File: src/rtl/ep_rx_pkg.sv
package ep_rx_pkg;

   typedef enum logic [1:0] {
      KIND_BULK = 2'b00,
      KIND_CTRL = 2'b01,
      KIND_ISO  = 2'b10,
      KIND_INTR = 2'b11
   } ep_kind_e;

   typedef enum logic [1:0] {
      HS_NONE  = 2'b00,
      HS_ACK   = 2'b01,
      HS_NAK   = 2'b10,
      HS_STALL = 2'b11
   } hs_e;

   typedef enum logic [1:0] {
      RXS_DISABLED = 2'b00,
      RXS_STALL    = 2'b01,
      RXS_NAK      = 2'b10,
      RXS_VALID    = 2'b11
   } rx_stat_e;

   typedef struct packed {
      logic flag_set;
      logic tog_load;
      logic tog_val;
      logic nak_force;
      logic was_setup;
   } hw_upd_t;

endpackage

File: src/rtl/ep_rx_evt_decode.sv
module ep_rx_evt_decode
   import ep_rx_pkg::*;
#(
   parameter int KIND_W = 2,
   parameter int HS_W   = 2
) (
   input  logic [KIND_W-1:0] kind,
   input  logic              done,
   input  logic              setup,
   input  logic              data1,
   input  logic [HS_W-1:0]   hs,
   input  logic              err,
   input  logic              cur_tog,
   output hw_upd_t           upd
);

   logic is_iso;
   logic is_ctl;
   logic ack_ok;
   logic setup_hit;
   logic out_hit;

   assign is_iso    = (kind == KIND_ISO);
   assign is_ctl    = (kind == KIND_CTRL);
   assign ack_ok    = (hs == HS_ACK) && !err;
   assign setup_hit = done && setup && is_ctl;
   assign out_hit   = done && !setup;

   always_comb begin
      upd = '0;
      upd.tog_val = cur_tog;
      if (setup_hit) begin
         upd.tog_load = 1'b1;
         upd.tog_val  = 1'b0;
         if (ack_ok && !data1) begin
            upd.tog_val   = 1'b1;
            upd.flag_set  = 1'b1;
            upd.nak_force = 1'b1;
            upd.was_setup = 1'b1;
         end
      end else if (out_hit && is_iso) begin
         upd.tog_load = 1'b1;
         upd.tog_val  = ~cur_tog;
         upd.flag_set = !err;
      end else if (out_hit && ack_ok && (data1 == cur_tog)) begin
         upd.tog_load  = 1'b1;
         upd.tog_val   = ~cur_tog;
         upd.flag_set  = 1'b1;
         upd.nak_force = 1'b1;
      end
   end

endmodule

File: src/rtl/ep_rx_w0c_flag.sv
module ep_rx_w0c_flag #(
   parameter int SIDE_W = 1
) (
   input  logic              clk,
   input  logic              rst_n,
   input  logic              hw_set,
   input  logic [SIDE_W-1:0] side_in,
   input  logic              sw_clr,
   output logic              flag_q,
   output logic [SIDE_W-1:0] side_q
);

   if (SIDE_W < 1) begin : g_bad_side
      $error("ep_rx_w0c_flag: SIDE_W must be at least 1");
   end

   always_ff @(posedge clk or negedge rst_n) begin
      if (!rst_n) begin
         flag_q <= 1'b0;
         side_q <= '0;
      end else if (hw_set) begin
         flag_q <= 1'b1;
         side_q <= side_in;
      end else if (sw_clr) begin
         flag_q <= 1'b0;
      end
   end

endmodule

File: src/rtl/ep_rx_tgl_bit.sv
module ep_rx_tgl_bit #(
   parameter logic RST_VAL = 1'b0
) (
   input  logic clk,
   input  logic rst_n,
   input  logic hw_load,
   input  logic hw_val,
   input  logic sw_flip,
   output logic q
);

   logic base;

   assign base = hw_load ? hw_val : q;

   always_ff @(posedge clk or negedge rst_n) begin
      if (!rst_n) begin
         q <= RST_VAL;
      end else begin
         q <= base ^ sw_flip;
      end
   end

endmodule

File: src/rtl/ep_rx_ctrl_status.sv
module ep_rx_ctrl_status
   import ep_rx_pkg::*;
#(
   parameter int                STAT_W   = 2,
   parameter int                KIND_W   = 2,
   parameter int                HS_W     = 2,
   parameter logic              RST_TOG  = 1'b0,
   parameter logic [STAT_W-1:0] RST_STAT = '0
) (
   input  logic              clk,
   input  logic              rst_n,
   input  logic [KIND_W-1:0] cfg_kind,
   input  logic              irq_en,
   input  logic              sw_wr,
   input  logic [STAT_W+1:0] sw_wdata,
   input  logic              ev_done,
   input  logic              ev_setup,
   input  logic              ev_data1,
   input  logic [HS_W-1:0]   ev_hs,
   input  logic              ev_err,
   output logic              st_flag,
   output logic              st_toggle,
   output logic [STAT_W-1:0] st_stat,
   output logic              st_last_setup,
   output logic              irq_ep,
   output logic              irq_gen
);

   localparam int WD_W     = STAT_W + 2;
   localparam int FLAG_POS = WD_W - 1;
   localparam int TOG_POS  = STAT_W;
   localparam int TGL_W    = STAT_W + 1;
   localparam logic [TGL_W-1:0] TGL_RST = {RST_TOG, RST_STAT};

   if (STAT_W != 2) begin : g_bad_stat
      $error("ep_rx_ctrl_status: STAT_W must be 2");
   end
   if (KIND_W != 2) begin : g_bad_kind
      $error("ep_rx_ctrl_status: KIND_W must be 2");
   end
   if (HS_W != 2) begin : g_bad_hs
      $error("ep_rx_ctrl_status: HS_W must be 2");
   end

   hw_upd_t           upd;
   logic [TGL_W-1:0]  tgl_q;
   logic [TGL_W-1:0]  tgl_load;
   logic [TGL_W-1:0]  tgl_val;
   logic [TGL_W-1:0]  tgl_flip;
   logic [STAT_W-1:0] nak_code;
   logic              sw_clr;

   ep_rx_evt_decode #(
      .KIND_W (KIND_W),
      .HS_W   (HS_W)
   ) dec_i (
      .kind    (cfg_kind),
      .done    (ev_done),
      .setup   (ev_setup),
      .data1   (ev_data1),
      .hs      (ev_hs),
      .err     (ev_err),
      .cur_tog (tgl_q[TOG_POS]),
      .upd     (upd)
   );

   assign sw_clr = sw_wr && !sw_wdata[FLAG_POS];

   ep_rx_w0c_flag #(
      .SIDE_W (1)
   ) flag_i (
      .clk     (clk),
      .rst_n   (rst_n),
      .hw_set  (upd.flag_set),
      .side_in (upd.was_setup),
      .sw_clr  (sw_clr),
      .flag_q  (st_flag),
      .side_q  (st_last_setup)
   );

   assign nak_code = RXS_NAK;
   assign tgl_load = {upd.tog_load, {STAT_W{upd.nak_force}}};
   assign tgl_val  = {upd.tog_val, nak_code};
   assign tgl_flip = sw_wdata[TGL_W-1:0] & {TGL_W{sw_wr}};

   for (genvar i = 0; i < TGL_W; i++) begin : g_tgl
      ep_rx_tgl_bit #(
         .RST_VAL (TGL_RST[i])
      ) bit_i (
         .clk     (clk),
         .rst_n   (rst_n),
         .hw_load (tgl_load[i]),
         .hw_val  (tgl_val[i]),
         .sw_flip (tgl_flip[i]),
         .q       (tgl_q[i])
      );
   end

   assign st_toggle = tgl_q[TOG_POS];
   assign st_stat   = tgl_q[STAT_W-1:0];
   assign irq_ep    = st_flag;
   assign irq_gen   = st_flag && irq_en;

endmodule

File: config.mk
export PLATFORM = sky130hd
export DESIGN_NAME = ep_rx_ctrl_status
export DESIGN_NICKNAME = d
export VERILOG_FILES = /design/src/rtl/ep_rx_pkg.sv /design/src/rtl/ep_rx_evt_decode.sv /design/src/rtl/ep_rx_w0c_flag.sv /design/src/rtl/ep_rx_tgl_bit.sv /design/src/rtl/ep_rx_ctrl_status.sv
export SDC_FILE = /design/constraint.sdc
export NUM_CORES = 1
export LEC_CHECK = 0
export BUFFER_PORTS_ARGS = -buffer_cell sky130_fd_sc_hd__buf_2
export CORE_AREA = 10 10 47 49
export CTS_CLUSTER_DIAMETER = 120
export CTS_CLUSTER_SIZE = 28
export DETAILED_ROUTE_END_ITERATION = 16
export DIE_AREA = 0 0 57 59
export SLEW_MARGIN = 10
export SYNTH_ARGS = -nofsm -noshare
export SYNTH_HDL_FRONTEND = slang
export SYNTH_SLANG_ARGS = --single-unit
File: constraint.sdc
create_clock -name clk -period 1.6 [get_ports clk]
set_clock_uncertainty 0.05 [all_clocks]
set_input_delay 0.32 -clock clk [delete_from_list [all_inputs] [get_ports clk]]
set_output_delay 0.32 -clock clk [all_outputs]
set_load 0.01 [all_outputs]
Word-level counts from Yosys, hierarchy flattened
Cells that the tools add are included.

storage, ports and cells
  register bits after elaboration = 5
  output and inout port bits = 7
  logic and storage cells = 41

cells by class
  equality and inequality tests = 4
  mux-type cells = 12
  bitwise gates (word level) = 5
  reduce and logical (&&, ||, !) cells = 15

operator list
  kind                                            number
  logical AND 1 bit                               10
  two-way mux 1 bit                               8
  two-way mux 4 bit                               2
  two-way mux 3 bit                               2
  == test 2 x 1 -> 1 bit (second input constant)  2
  zero test 1 bit                                 4
  AND 3 bit                                       1
  XOR 1 bit                                       3
  == test 2 bit (second input constant)           1
  nonzero test 2 bit                              1
  == test 1 bit                                   1
  NOT 1 bit                                       1

Logic depth before layout (Yosys ltp)
  depth after elaboration = 9
  gate-level depth with buffers = 4
  mapped depth without buffers = 4

By module
A second synthesis with hierarchy kept.

second synthesis, totals
  cells, all modules = 47
  area, all modules = 421.7 um^2

by module, submodules not included
  module             instances  cells an instance  area each (um^2)  seq. area each (um^2)
  ep_rx_evt_decode   1          25                 163.9             0.0
  ep_rx_tgl_bit      3          3                  43.8              25.0
  ep_rx_w0c_flag     1          5                  77.6              50.0
  ep_rx_ctrl_status  1          8                  48.8              0.0

Worst setup path after synthesis
Ideal clock, no wire load.

  path kind = flip-flop to flip-flop
  from = register g_tgl[2].bit_i.q
  to = register g_tgl[1].bit_i.q
  setup time = 0.128 ns
  data arrival time = 1.145 ns
  required time = 1.422 ns
  slack = 0.277 ns
  stages on the path, launching flop included = 5
  buffers on the path = 0
  cell sequence = dfrtp_1 xor2_1 o31ai_2 a21oi_1 xor2_1

between the ends
  word-level cells in the longest chain between the ends = 7

RTL lines
  element                 line                    text
  start, declared         ep_rx_tgl_bit.sv:9      output logic q
  start signal, assigned  ep_rx_tgl_bit.sv:20     q <= base ^ sw_flip;
  == test 1 bit           ep_rx_evt_decode.sv:45  end else if (out_hit && ack_ok && (data1 == cur_tog)) begin
  logical AND 1 bit       ep_rx_evt_decode.sv:45
  two-way mux 4 bit       ep_rx_evt_decode.sv:45
  two-way mux 1 bit       ep_rx_evt_decode.sv:41  end else if (out_hit && is_iso) begin
  two-way mux 4 bit       ep_rx_evt_decode.sv:32  if (setup_hit) begin
  two-way mux 1 bit       ep_rx_tgl_bit.sv:14     assign base = hw_load ? hw_val : q;
  XOR 1 bit               ep_rx_tgl_bit.sv:20
  end signal, assigned    ep_rx_tgl_bit.sv:20
  end, declared           ep_rx_tgl_bit.sv:9

No other way between the ends.
A chain may end at the register's enable or synchronous reset.

Final worst setup path
Same ends and word-level chain as after synthesis.

==> results.py <==
metrics = {
    "floorplan": {
        "start_util": 0.276,
        "die_w_um": 57,
        "rows": 14,
        "fp.dieH_um": 59,
        "ios": 23,
        "die_area_um2": 3360,
        "coreArea_um2": 1400,
    },
    "clock_tree": {
        "path_clk_slew_ns": 0.05,
        "cts_tree": "done",
        "hold_buffers": 1,
        "cts.sinks": 5,
        "cts_setup_buffers": 0,
        "htree_num_levels": 1,
        "insertion_delay_ns": 0.24,
        "post_cts_resize_count": 0,
        "cts_root_buf": "clkbuf_4",
        "clockBufferDepth": 2,
        "numCtsBuffers": 3,
    },
    "setup_path": {
        "crit_chain": "xor2_1, o31ai_2, a21oi_1, xor2_1",
        "rr_startpoint": "g_tgl[2].bit_i.q",
        "r2r_end": "g_tgl[1].bit_i.q",
        "critPathRequiredTime_ns": 1.67,
        "cpPeakStageDelay_ns": 0.44,
        "cp-start-kind": "flip-flop",
        "critPathMostFrequentCell": "xor2_1",
        "path_class": "reg2reg",
        "worst-r2r-cell-count": 4,
        "cp_slowest_cell": "dfrtp_1",
        "ff2ff_setup_slack_ns": 0.22,
        "crit_arrival_ns": 1.45,
        "cpLargestDelayFamily": "flip-flops",
        "critPathCaptureType": "flip-flop",
        "worstPathMaxFanout": 6,
        "path_buf_inv": 0,
    },
    "synthesis": {
        "synth_nets": 59,
        "yosysWarnings": 0,
        "syn_area_per_cell_um2": 8.99,
        "yosysSeqAreaShare": 0.324,
        "synth_top_area_share": 0.324,
        "syn-cell-area_um2": 387,
        "syn_inst": 43,
        "ys_types": 25,
        "synth.area.top_cells": "dfrtp_1 (32%), nand2_1 (6.8%), xor2_1 (6.8%), buf_4 (5.8%), o221ai_2 (3.9%)",
        "yosysTopAreaCell": "dfrtp_1",
        "ys_ff_latch": 5,
    },
    "cells_and_area": {
        "final_area_um2": 531,
        "layout-drive-gt1-share": 0.418,
        "antenna_cells": 0,
        "final_util": 0.379,
        "final_net_count": 84,
        "syn_to_final_growth_pct": 37.2,
    },
    "timing": {
        "setup_viol": 0,
        "tightest_slew_ns": 0.292,
        "slew_violations": 0,
        "rsz0062_at_grt": "false",
        "relSlewSlack": 0.805,
        "layout_min_cycle_time_ns": 1.38,
        "hold_viol": 0,
        "max_freq_ghz": 0.726,
        "hold_slack_ns": 0.273,
        "period_share": 0.861,
        "fin_setup_tns_ns": 0,
    },
    "place": {
        "gp_congestion": 0.780,
        "numPortBuffers": 22,
        "post_dp_cell_area_um2": 494,
        "hpwlAfterDp_um": 906,
    },
    "drt": {
        "ant_nets": 0,
        "wirelength_um": 1040,
        "remaining_drc_errors": 0,
        "firstDrtPassIters": 2,
        "drt_iter0_drc": 5,
        "via_count": 389,
        "wire_per_inst_um": 12.5,
        "post_drt_via_cell_ratio": 4.69,
    },
    "flow_run": {
        "maxCapViolations": 0,
    },
    "grt": {
        "grt_antenna_before_repair": 0,
        "grt_use_met1": 0.0516,
        "gr-max-usage-layer": "met2",
        "grt_pass1_wl_um": 1650,
        "grtUsageTotal": 0.0633,
        "gr-usage-met3": 0.0386,
        "grt_pass1_vias": 404,
        "overflow": 0,
        "grtUsageMet2": 0.109,
        "grt_max_degree": 8,
    },
    "power_and_ir_drop": {
        "power.leakage_nw": 0.254,
        "pwr_density_cell_nw_per_um2": 1060,
        "vdd_drop_max_uv": 345,
        "power_w": 0.000562,
    },
    "hold_path": {
        "hold_path_class": "in2reg",
        "hold_start": "sw_wdata[3]",
        "hold_depth": 3,
        "hold_end": "flag_i.flag_q",
    },
    "run_status": {
        "status": "complete, no violations",
    },
}
==> Yosys cell counts <==
| library cell | number |
|---|---|
| o22ai_1 | 1 |
| xor2_1 | 3 |
| and2_1 | 2 |
| or2_1 | 1 |
| nand2b_1 | 2 |
| o31ai_2 | 1 |
| nor3b_2 | 1 |
| nand4b_1 | 1 |
| o21ai_0 | 1 |
| a32o_1 | 1 |
| a21boi_1 | 1 |
| nor2b_1 | 1 |
| nand2_1 | 7 |
| nand3_1 | 1 |
| nand4bb_1 | 1 |
| buf_4 | 3 |
| nand3b_1 | 1 |
| o221ai_2 | 1 |
| dfrtp_1 | 5 |
| inv_1 | 2 |
| nor3b_1 | 1 |
| a21boi_0 | 1 |
| nor4_1 | 1 |
| xnor2_1 | 1 |
| a21oi_1 | 2 |
==> flip-flops by register name, summed over array words and instances (netlist names) <==
| register | flops |
|---|---|
| flag_i.side_q | 1 |
| flag_i.flag_q | 1 |
| g_tgl.bit_i.q | 3 |
==> kinds of logic (layout without fill, tap and decap cells) <==
logic type                after synthesis  in the layout  synth area share
and+or+nand+nor                        20             20             0.317
DFF                                     5              5             0.324
AOI/OAI and AO/OA                       9              9             0.191
buffers and inverters                   5             29            0.0777
xor gates and xnor gates                4              4            0.0906
==> worst max-delay path by stage <==
stage / to / slack (ns) / cells after the start / start
5_1_grt: g_tgl[1].bit_i.q / 0.15 / 4 / g_tgl[2].bit_i.q
3_5_place_dp: g_tgl[1].bit_i.q / 0.22 / 4 / g_tgl[2].bit_i.q
3_3_place_gp: g_tgl[0].bit_i.q / 0.26 / 5 / ev_data1
6_report: g_tgl[1].bit_i.q / 0.22 / 4 / g_tgl[2].bit_i.q
2_1_floorplan: g_tgl[1].bit_i.q / 0.28 / 4 / g_tgl[2].bit_i.q
4_1_cts: g_tgl[1].bit_i.q / 0.21 / 4 / g_tgl[2].bit_i.q
==> per-stage QoR <==
stage	setup slack, ns	cells
after floorplan	0.277	43
after detailed placement	0.224	78
after global placement	0.257	78
final	0.222	83
after global routing	0.148	83
after CTS	0.211	83
==> cell usage in the layout (no fill, tap or decap), drive strengths merged, types with 2 or more instances in the layout <==
| cell | synthesis | final |
|---|---|---|
| a21boi | 2 | 2 |
| a21oi | 2 | 2 |
| and2 | 2 | 2 |
| buf | 3 | 22 |
| clkbuf | 0 | 4 |
| dfrtp | 5 | 5 |
| inv | 2 | 2 |
| nand2 | 7 | 7 |
| nand2b | 2 | 2 |
| nor3b | 2 | 2 |
| xor2 | 3 | 3 |
==> routing by layer <==
layer  vias up  share of wire
met4         0          0.025
li1        198              -
met3         2          0.070
met1       178           0.38
met2        11           0.52
met5         -              0
==> cell type report <==
type,count,area [um2]
clock buffer,4,26.3
fill,172,871
sequential,5,125
multi-input combinational,33,231
tap,16,20.0
timing repair buffer,23,120
inverter,2,7.51
==> power by group <==
| part | leakage (nW) | switching [W] | total (W) | internal, W |
|---|---|---|---|---|
| sequential | 0.0625 | 0.0000329 | 0.000200 | 0.000167 |
| combinational | 0.176 | 0.000106 | 0.000215 | 0.000109 |
| clock | 0.0150 | 0.0000528 | 0.000147 | 0.0000944 |
| total | 0.254 | 0.000192 | 0.000562 | 0.000370 |
==> worst reg2reg max path, stage by stage, from the launching register on <==
cell and delay (ns):
dfrtp_1 0.44, xor2_1 0.19, o31ai_2 0.30, a21oi_1 0.13, xor2_1 0.15
Power figures use the tool's default switching activity.
